**config.mk**
```make
export PLATFORM = sky130hd
export DESIGN_NAME = burst_addr_seq
export DESIGN_NICKNAME = d
export VERILOG_FILES = /design/src/rtl/burst_seq_pkg.sv /design/src/rtl/burst_rst_sync.sv /design/src/rtl/burst_beat_ctr.sv /design/src/rtl/burst_order_map.sv /design/src/rtl/burst_addr_seq.sv
export SDC_FILE = /design/constraint.sdc
export NUM_CORES = 1
export LEC_CHECK = 0
export BUFFER_PORTS_ARGS = -buffer_cell sky130_fd_sc_hd__clkbuf_2
export CAP_MARGIN = 20
export CORE_AREA = 8 8 45 47
export DETAILED_ROUTE_END_ITERATION = 10
export DIE_AREA = 0 0 53 55
export GPL_ROUTABILITY_DRIVEN = 0
export PLACE_DENSITY_LB_ADDON = 0.15
export SLEW_MARGIN = 20
export SYNTH_ARGS = -nofsm -noshare
export SYNTH_HDL_FRONTEND = slang
export SYNTH_SLANG_ARGS = --single-unit
```
**constraint.sdc**
```tcl
create_clock -name clk -period 0.9 [get_ports clk]
set_input_delay 0 -clock clk [delete_from_list [all_inputs] [get_ports clk]]
set_output_delay 0 -clock clk [all_outputs]
set_load 0.03 [all_outputs]
```
**src/rtl/burst_seq_pkg.sv**
```systemverilog
package burst_seq_pkg;
  typedef enum logic {
    ORDER_LINEAR      = 1'b0,
    ORDER_INTERLEAVED = 1'b1
  } order_e;
endpackage

```
**src/rtl/burst_rst_sync.sv**
```systemverilog
module burst_rst_sync #(
  parameter int STAGES = 2
) (
  input  logic clk,
  input  logic rst_n,
  output logic rst_sync_n
);
  logic [STAGES-1:0] chain_q;

  always_ff @(posedge clk or negedge rst_n) begin
    if (!rst_n) chain_q <= '0;
    else        chain_q <= {chain_q[STAGES-2:0], 1'b1};
  end

  assign rst_sync_n = chain_q[STAGES-1];
endmodule

```
**src/rtl/burst_beat_ctr.sv**
```systemverilog
module burst_beat_ctr #(
  parameter int W = 2
) (
  input  logic         clk,
  input  logic         rst_n,
  input  logic         load_i,
  input  logic         adv_i,
  output logic [W-1:0] beat_o,
  output logic         last_o
);
  logic [W-1:0] beat_q, beat_d;
  logic         beat_en;

  always_comb begin
    beat_en = load_i | adv_i;
    beat_d  = beat_q;
    if (load_i)     beat_d = '0;
    else if (adv_i) beat_d = beat_q + 1'b1;
  end

  always_ff @(posedge clk or negedge rst_n) begin
    if (!rst_n)       beat_q <= '0;
    else if (beat_en) beat_q <= beat_d;
  end

  assign beat_o = beat_q;
  assign last_o = &beat_q;

  p_load_beat0_r2: assert property (@(posedge clk) disable iff (!rst_n)
    load_i |=> (beat_o == '0) && !last_o);
  p_wrap_r8: assert property (@(posedge clk) disable iff (!rst_n)
    (last_o && adv_i && !load_i) |=> (beat_o == '0));
endmodule

```
**src/rtl/burst_order_map.sv**
```systemverilog
module burst_order_map
  import burst_seq_pkg::*;
#(
  parameter int W = 2
) (
  input  logic [W-1:0] start_i,
  input  logic [W-1:0] beat_i,
  input  order_e       order_i,
  output logic [W-1:0] offset_o
);
  logic [W-1:0] lin_off, ilv_off;

  assign lin_off = start_i + beat_i;

  for (genvar b = 0; b < W; b++) begin : g_xor
    assign ilv_off[b] = start_i[b] ^ beat_i[b];
  end

  always_comb begin
    unique case (order_i)
      ORDER_LINEAR:      offset_o = lin_off;
      ORDER_INTERLEAVED: offset_o = ilv_off;
      default:           offset_o = lin_off;
    endcase
  end
endmodule

```
**src/rtl/burst_addr_seq.sv**
```systemverilog
module burst_addr_seq
  import burst_seq_pkg::*;
(
  input  logic       clk,
  input  logic       rst_n,
  input  logic       load_i,
  input  logic [1:0] load_val_i,
  input  logic       adv_n_i,
  input  logic       mode_i,
  output logic [1:0] offset_o,
  output logic       last_o
);
  localparam int W = 2;
  localparam int SYNC_STAGES = 2;

  logic         rst_sync_n;
  logic [W-1:0] start_q, start_d;
  logic         start_en;
  logic [W-1:0] beat;
  logic         adv;
  order_e       order;

  burst_rst_sync #(.STAGES(SYNC_STAGES)) u_rst (
    .clk(clk), .rst_n(rst_n), .rst_sync_n(rst_sync_n)
  );

  assign adv   = ~adv_n_i;
  assign order = order_e'(mode_i);

  always_comb begin
    start_en = load_i;
    start_d  = load_val_i;
  end

  always_ff @(posedge clk or negedge rst_sync_n) begin
    if (!rst_sync_n)   start_q <= '0;
    else if (start_en) start_q <= start_d;
  end

  burst_beat_ctr #(.W(W)) u_beat (
    .clk(clk), .rst_n(rst_sync_n), .load_i(load_i), .adv_i(adv),
    .beat_o(beat), .last_o(last_o)
  );

  burst_order_map #(.W(W)) u_map (
    .start_i(start_q), .beat_i(beat), .order_i(order), .offset_o(offset_o)
  );

  p_load_value_r2: assert property (@(posedge clk) disable iff (!rst_sync_n)
    load_i |=> (offset_o == $past(load_val_i)));
  p_hold_r4: assert property (@(posedge clk) disable iff (!rst_sync_n)
    (!load_i && adv_n_i) |=> ($stable(offset_o) && $stable(last_o)));
  p_linear_step_r5: assert property (@(posedge clk) disable iff (!rst_sync_n)
    (!load_i && !adv_n_i && !mode_i) |=> (offset_o == W'($past(offset_o) + 1'b1)));
  p_ilv_step_r6: assert property (@(posedge clk) disable iff (!rst_sync_n)
    (!load_i && !adv_n_i && mode_i) |=> (offset_o != $past(offset_o)));
endmodule

```
==> results of run 1 <==
## sequential cells by signal (all words and copies together), names as in the netlist
register / cells
start_q: 2
u_beat.beat_o: 2
u_rst.chain_q: 2
## metal layers
metal | up-vias | global-route usage, %
met5 | - | 0
met4 | 0 | 5.17
met3 | 2 | 1.60
met2 | 6 | 8.01
met1 | 98 | 3.10
li1 | 96 | -
## kinds of logic after synthesis
kind of cell             after synthesis  share of synthesized area [%]
multiplexers                           3                           12.9
AND/OR/NAND/NOR                        3                           5.48
flip-flops                             6                           59.7
other                                  1                           1.49
XOR/XNOR                               3                           10.4
adder cells (fa/ha/maj)                2                           9.95
## power by group
part,switching [mW],total [mW],internal [mW]
Clock,0.0874,0.238,0.150
Combinational,0.117,0.287,0.170
Sequential,0.0193,0.312,0.293
## final timing paths
path	endpoint	slack (ns)	start
setup / recovery	offset_o[1]	-0.31	u_beat.beat_o[0]$_DFFE_PN0P_
hold / removal	start_q[1]$_DFFE_PN0P_	0.01	load_val_i[1]
setup reg to reg	u_beat.beat_o[1]$_DFFE_PN0P_	-0.27	u_beat.beat_o[1]$_DFFE_PN0P_
hold reg to reg	u_beat.beat_o[0]$_DFFE_PN0P_	0.05	u_rst.chain_q[1]$_DFF_PN0_
max in group asynchronous	u_beat.beat_o[1]$_DFFE_PN0P_	0.69	u_rst.chain_q[1]$_DFF_PN0_
min in group asynchronous	u_beat.beat_o[0]$_DFFE_PN0P_	0.05	u_rst.chain_q[1]$_DFF_PN0_
## final cells by class
type	count	area, um2
Multi-Input combinational cell	12	153
Sequential cell	6	150
Tap cell	16	20.0
Fill cell	160	897
Clock buffer	3	22.5
Timing Repair Buffer	16	141
## worst max-delay path, stage by stage, from the launching register on
cell	delay [ns]
dfrtp_1	0.40
ha_4	0.16
nor2b_4	0.13
xnor2_4	0.13
buf_8	0.14
## synth_stat cells, drive strengths merged
master	number	area [um2]
conb	1	3.75
dfrtp	6	150
ha	2	25.0
mux2	2	22.5
mux2i	1	10.0
nor2	2	7.51
nor2b	1	6.26
xnor2	2	17.5
xor2	1	8.76
## placed cells by master, fill, tap and decap left out, drive strengths merged
cell type / n
nor2: 2
mux2i: 1
clkbuf: 8
xor2: 1
dlygate4sd3: 3
ha: 2
nor2b: 1
mux2: 2
conb: 1
buf: 8
xnor2: 2
dfrtp: 6
## repair_timing
action,CTS,global route
buffers inserted,3,0
hold buffers,3,0
pin swaps,3,1
setup endpoints to repair,4,7
gates resized for setup,8,5
hold endpoints to repair,5,0
==> flow_summary.yaml, run 1 <==
status:
  outcome: "finished, violations left"
  violations: "negative setup slack"
logic_synthesis:
  synth_nets: 27
  synth_warnings: 0
  synth_cell_types: 9
  synthCells: 18
  syn_avg_cell_area_um2: 14.0
  syn_area_um2: 251
  yosys_register_bits: 6
  ys_seq_area_share_pct: 59.7
timing:
  layout_worst_path_cycle_share_pct: 134
  final.min_clock_period_ns: 1.21
  drv_slew: 0
  holdWs_ns: 0.0136
  final_critical_path_setup_slack_ns: -0.307
  setup_tns_ns: -1.07
  hold_viol: 0
  finClkSkew_ns: 0.00314
  finalSetupViolations: 5
  rsz0062_at_grt: "yes"
  fmax_mhz: 829
clocking:
  worst_skew_pair.late_latency_ns: 0.24
  path_clk_slew_ns: 0.04
  cts.sinks: 6
  htreeDepth: 1
  cts_buffer_depth: 2
  cts_buffers: 3
  cts-root-buf: "clkbuf_4"
  cts_tree: "yes"
worst_setup_path:
  cp-start-kind: "register"
  critPathCaptureType: "output pin"
  crit_fanout: 2
  r2r_cells: 5
  worstSetupPathType: "register to output pin"
  worst-endpoint-arrival_ns: 1.21
  critPathRequiredTime_ns: 0.90
route:
  vias: 202
  routed_wl_um: 538
  viasPerCell: 3.81
  wl_per_cell_um: 10.2
  wl_met3_um: 47
  maxUsedRoutingLayer: "met4"
  wirelength_met1_um: 159
  ant_nets: 0
  route.met2.wl_um: 325
  drt_iter0_drc: 0
  drt-pass1-iter-count: 1
  drc: 0
placement:
  io_buffers: 9
  dp.cells: 45
  place_ws_ns: -0.167
  placed_area_um2: 360
die:
  start_util_pct: 18.2
  die_y_um: 55
  die-area_um2: 2920
  rows: 14
  placeableCoreArea_um2: 1380
  die_w_um: 53
  ioPinCount: 10
global_routing:
  grt_pass1_wl_um: 883
  grt-ovfl-total: 0
  grt_max_degree: 5
  first_global_vias: 249
  grt_use_total_pct: 4.35
  antenna_found_initial: 0
cells_and_area:
  stdcell_area_um2: 487
  instances_no_fill: 53
  fin_nets: 48
  num_antenna_cells: 0
  syn2layout_area_growth_pct: 93.5
  drive_above_1_share_pct: 59.5
  postLayoutCoreUtil_pct: 35.2
min_path:
  hold_class: "primary input to register"
  min_path_cells: 2
run:
  drv_cap: 0
power:
  fin_total_pwr_uw: 837
  p_leak_nw: 0.223
  powerDensity_nw_per_um2: 1720
  irDropWorstVdd_mv: 0.600
Power figures use the tool's default switching activity.
==> run 2, diff against run 1 <==
--- a/config.mk
+++ b/config.mk
@@ -12,6 +12,7 @@
 export DIE_AREA = 0 0 53 55
 export GPL_ROUTABILITY_DRIVEN = 0
 export PLACE_DENSITY_LB_ADDON = 0.15
+export RECOVER_POWER = 25
 export SLEW_MARGIN = 20
 export SYNTH_ARGS = -nofsm -noshare
 export SYNTH_HDL_FRONTEND = slang
==> run 2 against run 1 <==
Effect of this change: the flow still finishes with violations (negative setup slack); largest power group unchanged; worst hold slack hardly changed; design area is 0.26% lower; largest cell class unchanged; critical path type unchanged; clock power hardly changed; setup slack stayed put.
==> flow_summary.yaml, run 2 (same netlist as run 1, synthesis figures left out) <==
timing:
  drv_slew: 0
  finClkSkew_ns: 0.00314
  finalSetupViolations: 5
  final_critical_path_setup_slack_ns: -0.307
  holdWs_ns: 0.0136
  setup_tns_ns: -1.07
  layout_worst_path_cycle_share_pct: 134
  final.min_clock_period_ns: 1.21
  fmax_mhz: 829
  hold_viol: 0
  rsz0062_at_grt: "yes"
route:
  maxUsedRoutingLayer: "met4"
  route.met2.wl_um: 325
  wl_per_cell_um: 10.2
  drt_iter0_drc: 0
  drc: 0
  routed_wl_um: 539
  viasPerCell: 3.81
  vias: 202
  ant_nets: 0
  drt-pass1-iter-count: 1
  wirelength_met1_um: 159
  wl_met3_um: 47
worst_setup_path:
  cp_slowest_cell: "dfrtp_1"
  worst-endpoint-arrival_ns: 1.21
  worstSetupPathType: "register to output pin"
  cp-start-kind: "register"
  critPathCaptureType: "output pin"
  critPathRequiredTime_ns: 0.90
  crit_chain: "ha_4 -> nor2b_4 -> xnor2_4 -> buf_8"
  regToRegSetupSlack_ns: -0.27
  path_buf_inv: 1
  r2r_cells: 5
  path_delay_family: "flip-flops"
  crit_fanout: 2
  cpPeakStageDelay_ns: 0.40
  reg2reg_to: "u_beat.beat_o[1]$_DFFE_PN0P_"
  r2r-start: "u_beat.beat_o[1]$_DFFE_PN0P_"
global_routing:
  grt_use_total_pct: 4.35
  first_global_vias: 249
  grt_pass1_wl_um: 883
  grt-ovfl-total: 0
  grt_max_degree: 5
  antenna_found_initial: 0
clocking:
  worst_skew_pair.late_latency_ns: 0.24
  path_clk_slew_ns: 0.04
  cts-root-buf: "clkbuf_4"
  cts_tree: "yes"
  cts_buffer_depth: 2
  cts_buffers: 3
  cts.sinks: 6
  htreeDepth: 1
placement:
  io_buffers: 9
  place_ws_ns: -0.167
  dp.cells: 45
cells_and_area:
  syn2layout_area_growth_pct: 93.0
  num_antenna_cells: 0
  instances_no_fill: 53
  postLayoutCoreUtil_pct: 35.1
  drive_above_1_share_pct: 56.8
  final_common_cell: "dfrtp_1"
  fin_nets: 48
  mostFrequentLayoutCells: "dfrtp_1 (6), clkbuf_2 (4), buf_4 (4)"
die:
  die-area_um2: 2920
  placeableCoreArea_um2: 1380
  rows: 14
  die_y_um: 55
  die_w_um: 53
  start_util_pct: 18.2
  ioPinCount: 10
power:
  powerDensity_nw_per_um2: 1720
  irDropWorstVdd_mv: 0.600
  p_leak_nw: 0.220
min_path:
  hp-start: "load_val_i[1]"
  min_path_cells: 2
  min_delay_worst_endpoint: "start_q[1]$_DFFE_PN0P_"
  hold_class: "primary input to register"
status:
  outcome: "finished, violations left"
  violations: "negative setup slack"
run:
  drv_cap: 0
-- run 2: cell counts in the layout (fill, tap and decap cells not counted) --
Identical to the previous run, type by type.
-- run 2: cell type report --
cell class | count | area [um2]
clock buffers | 3 | 22.5
well taps | 16 | 20.0
fillers | 161 | 898
multi-input cells | 12 | 153
repair buffers | 16 | 140
flip-flops and latches | 6 | 150
-- run 2: stage by stage --
step,total power [mW],area (um2)
floorplan,0.443,280
global placement,0.502,360
detailed placement,0.506,360
CTS,0.825,468
global route,0.884,485
finish,0.836,485
-- run 2: worst max-delay path by stage --
stage	from	to	slack (ns)	cells past startpoint
2_1_floorplan	u_beat.beat_o[0]$_DFFE_PN0P_	offset_o[1]	-0.05	3
3_3_place_gp	u_beat.beat_o[0]$_DFFE_PN0P_	offset_o[1]	-0.16	4
3_5_place_dp	u_beat.beat_o[0]$_DFFE_PN0P_	offset_o[1]	-0.17	4
4_1_cts	u_beat.beat_o[1]$_DFFE_PN0P_	offset_o[1]	-0.35	4
5_1_grt	start_q[1]$_DFFE_PN0P_	offset_o[1]	-0.36	4
6_report	u_beat.beat_o[0]$_DFFE_PN0P_	offset_o[1]	-0.31	4
-- run 2: power by group --
group	leakage (nW)	total, mW	internal (mW)	switching (mW)
clock	0.0138	0.238	0.150	0.0874
sequential	0.0731	0.312	0.293	0.0193
combinational	0.134	0.286	0.169	0.117
-- run 2: repair_timing --
item                       4_1_cts  5_1_grt
setup endpoints to repair        4        7
resized for setup                8        5
setup buffers                    3        0
pin swaps                        3        1
hold endpoints to repair         5        0
cloned                           0        0
hold buffers                     3        0
-- run 2: routing by layer --
layer,GRT usage [%],up-vias
met3,1.60,2
met4,5.17,0
met2,8.01,6
li1,-,96
met1,3.10,98
met5,0,-
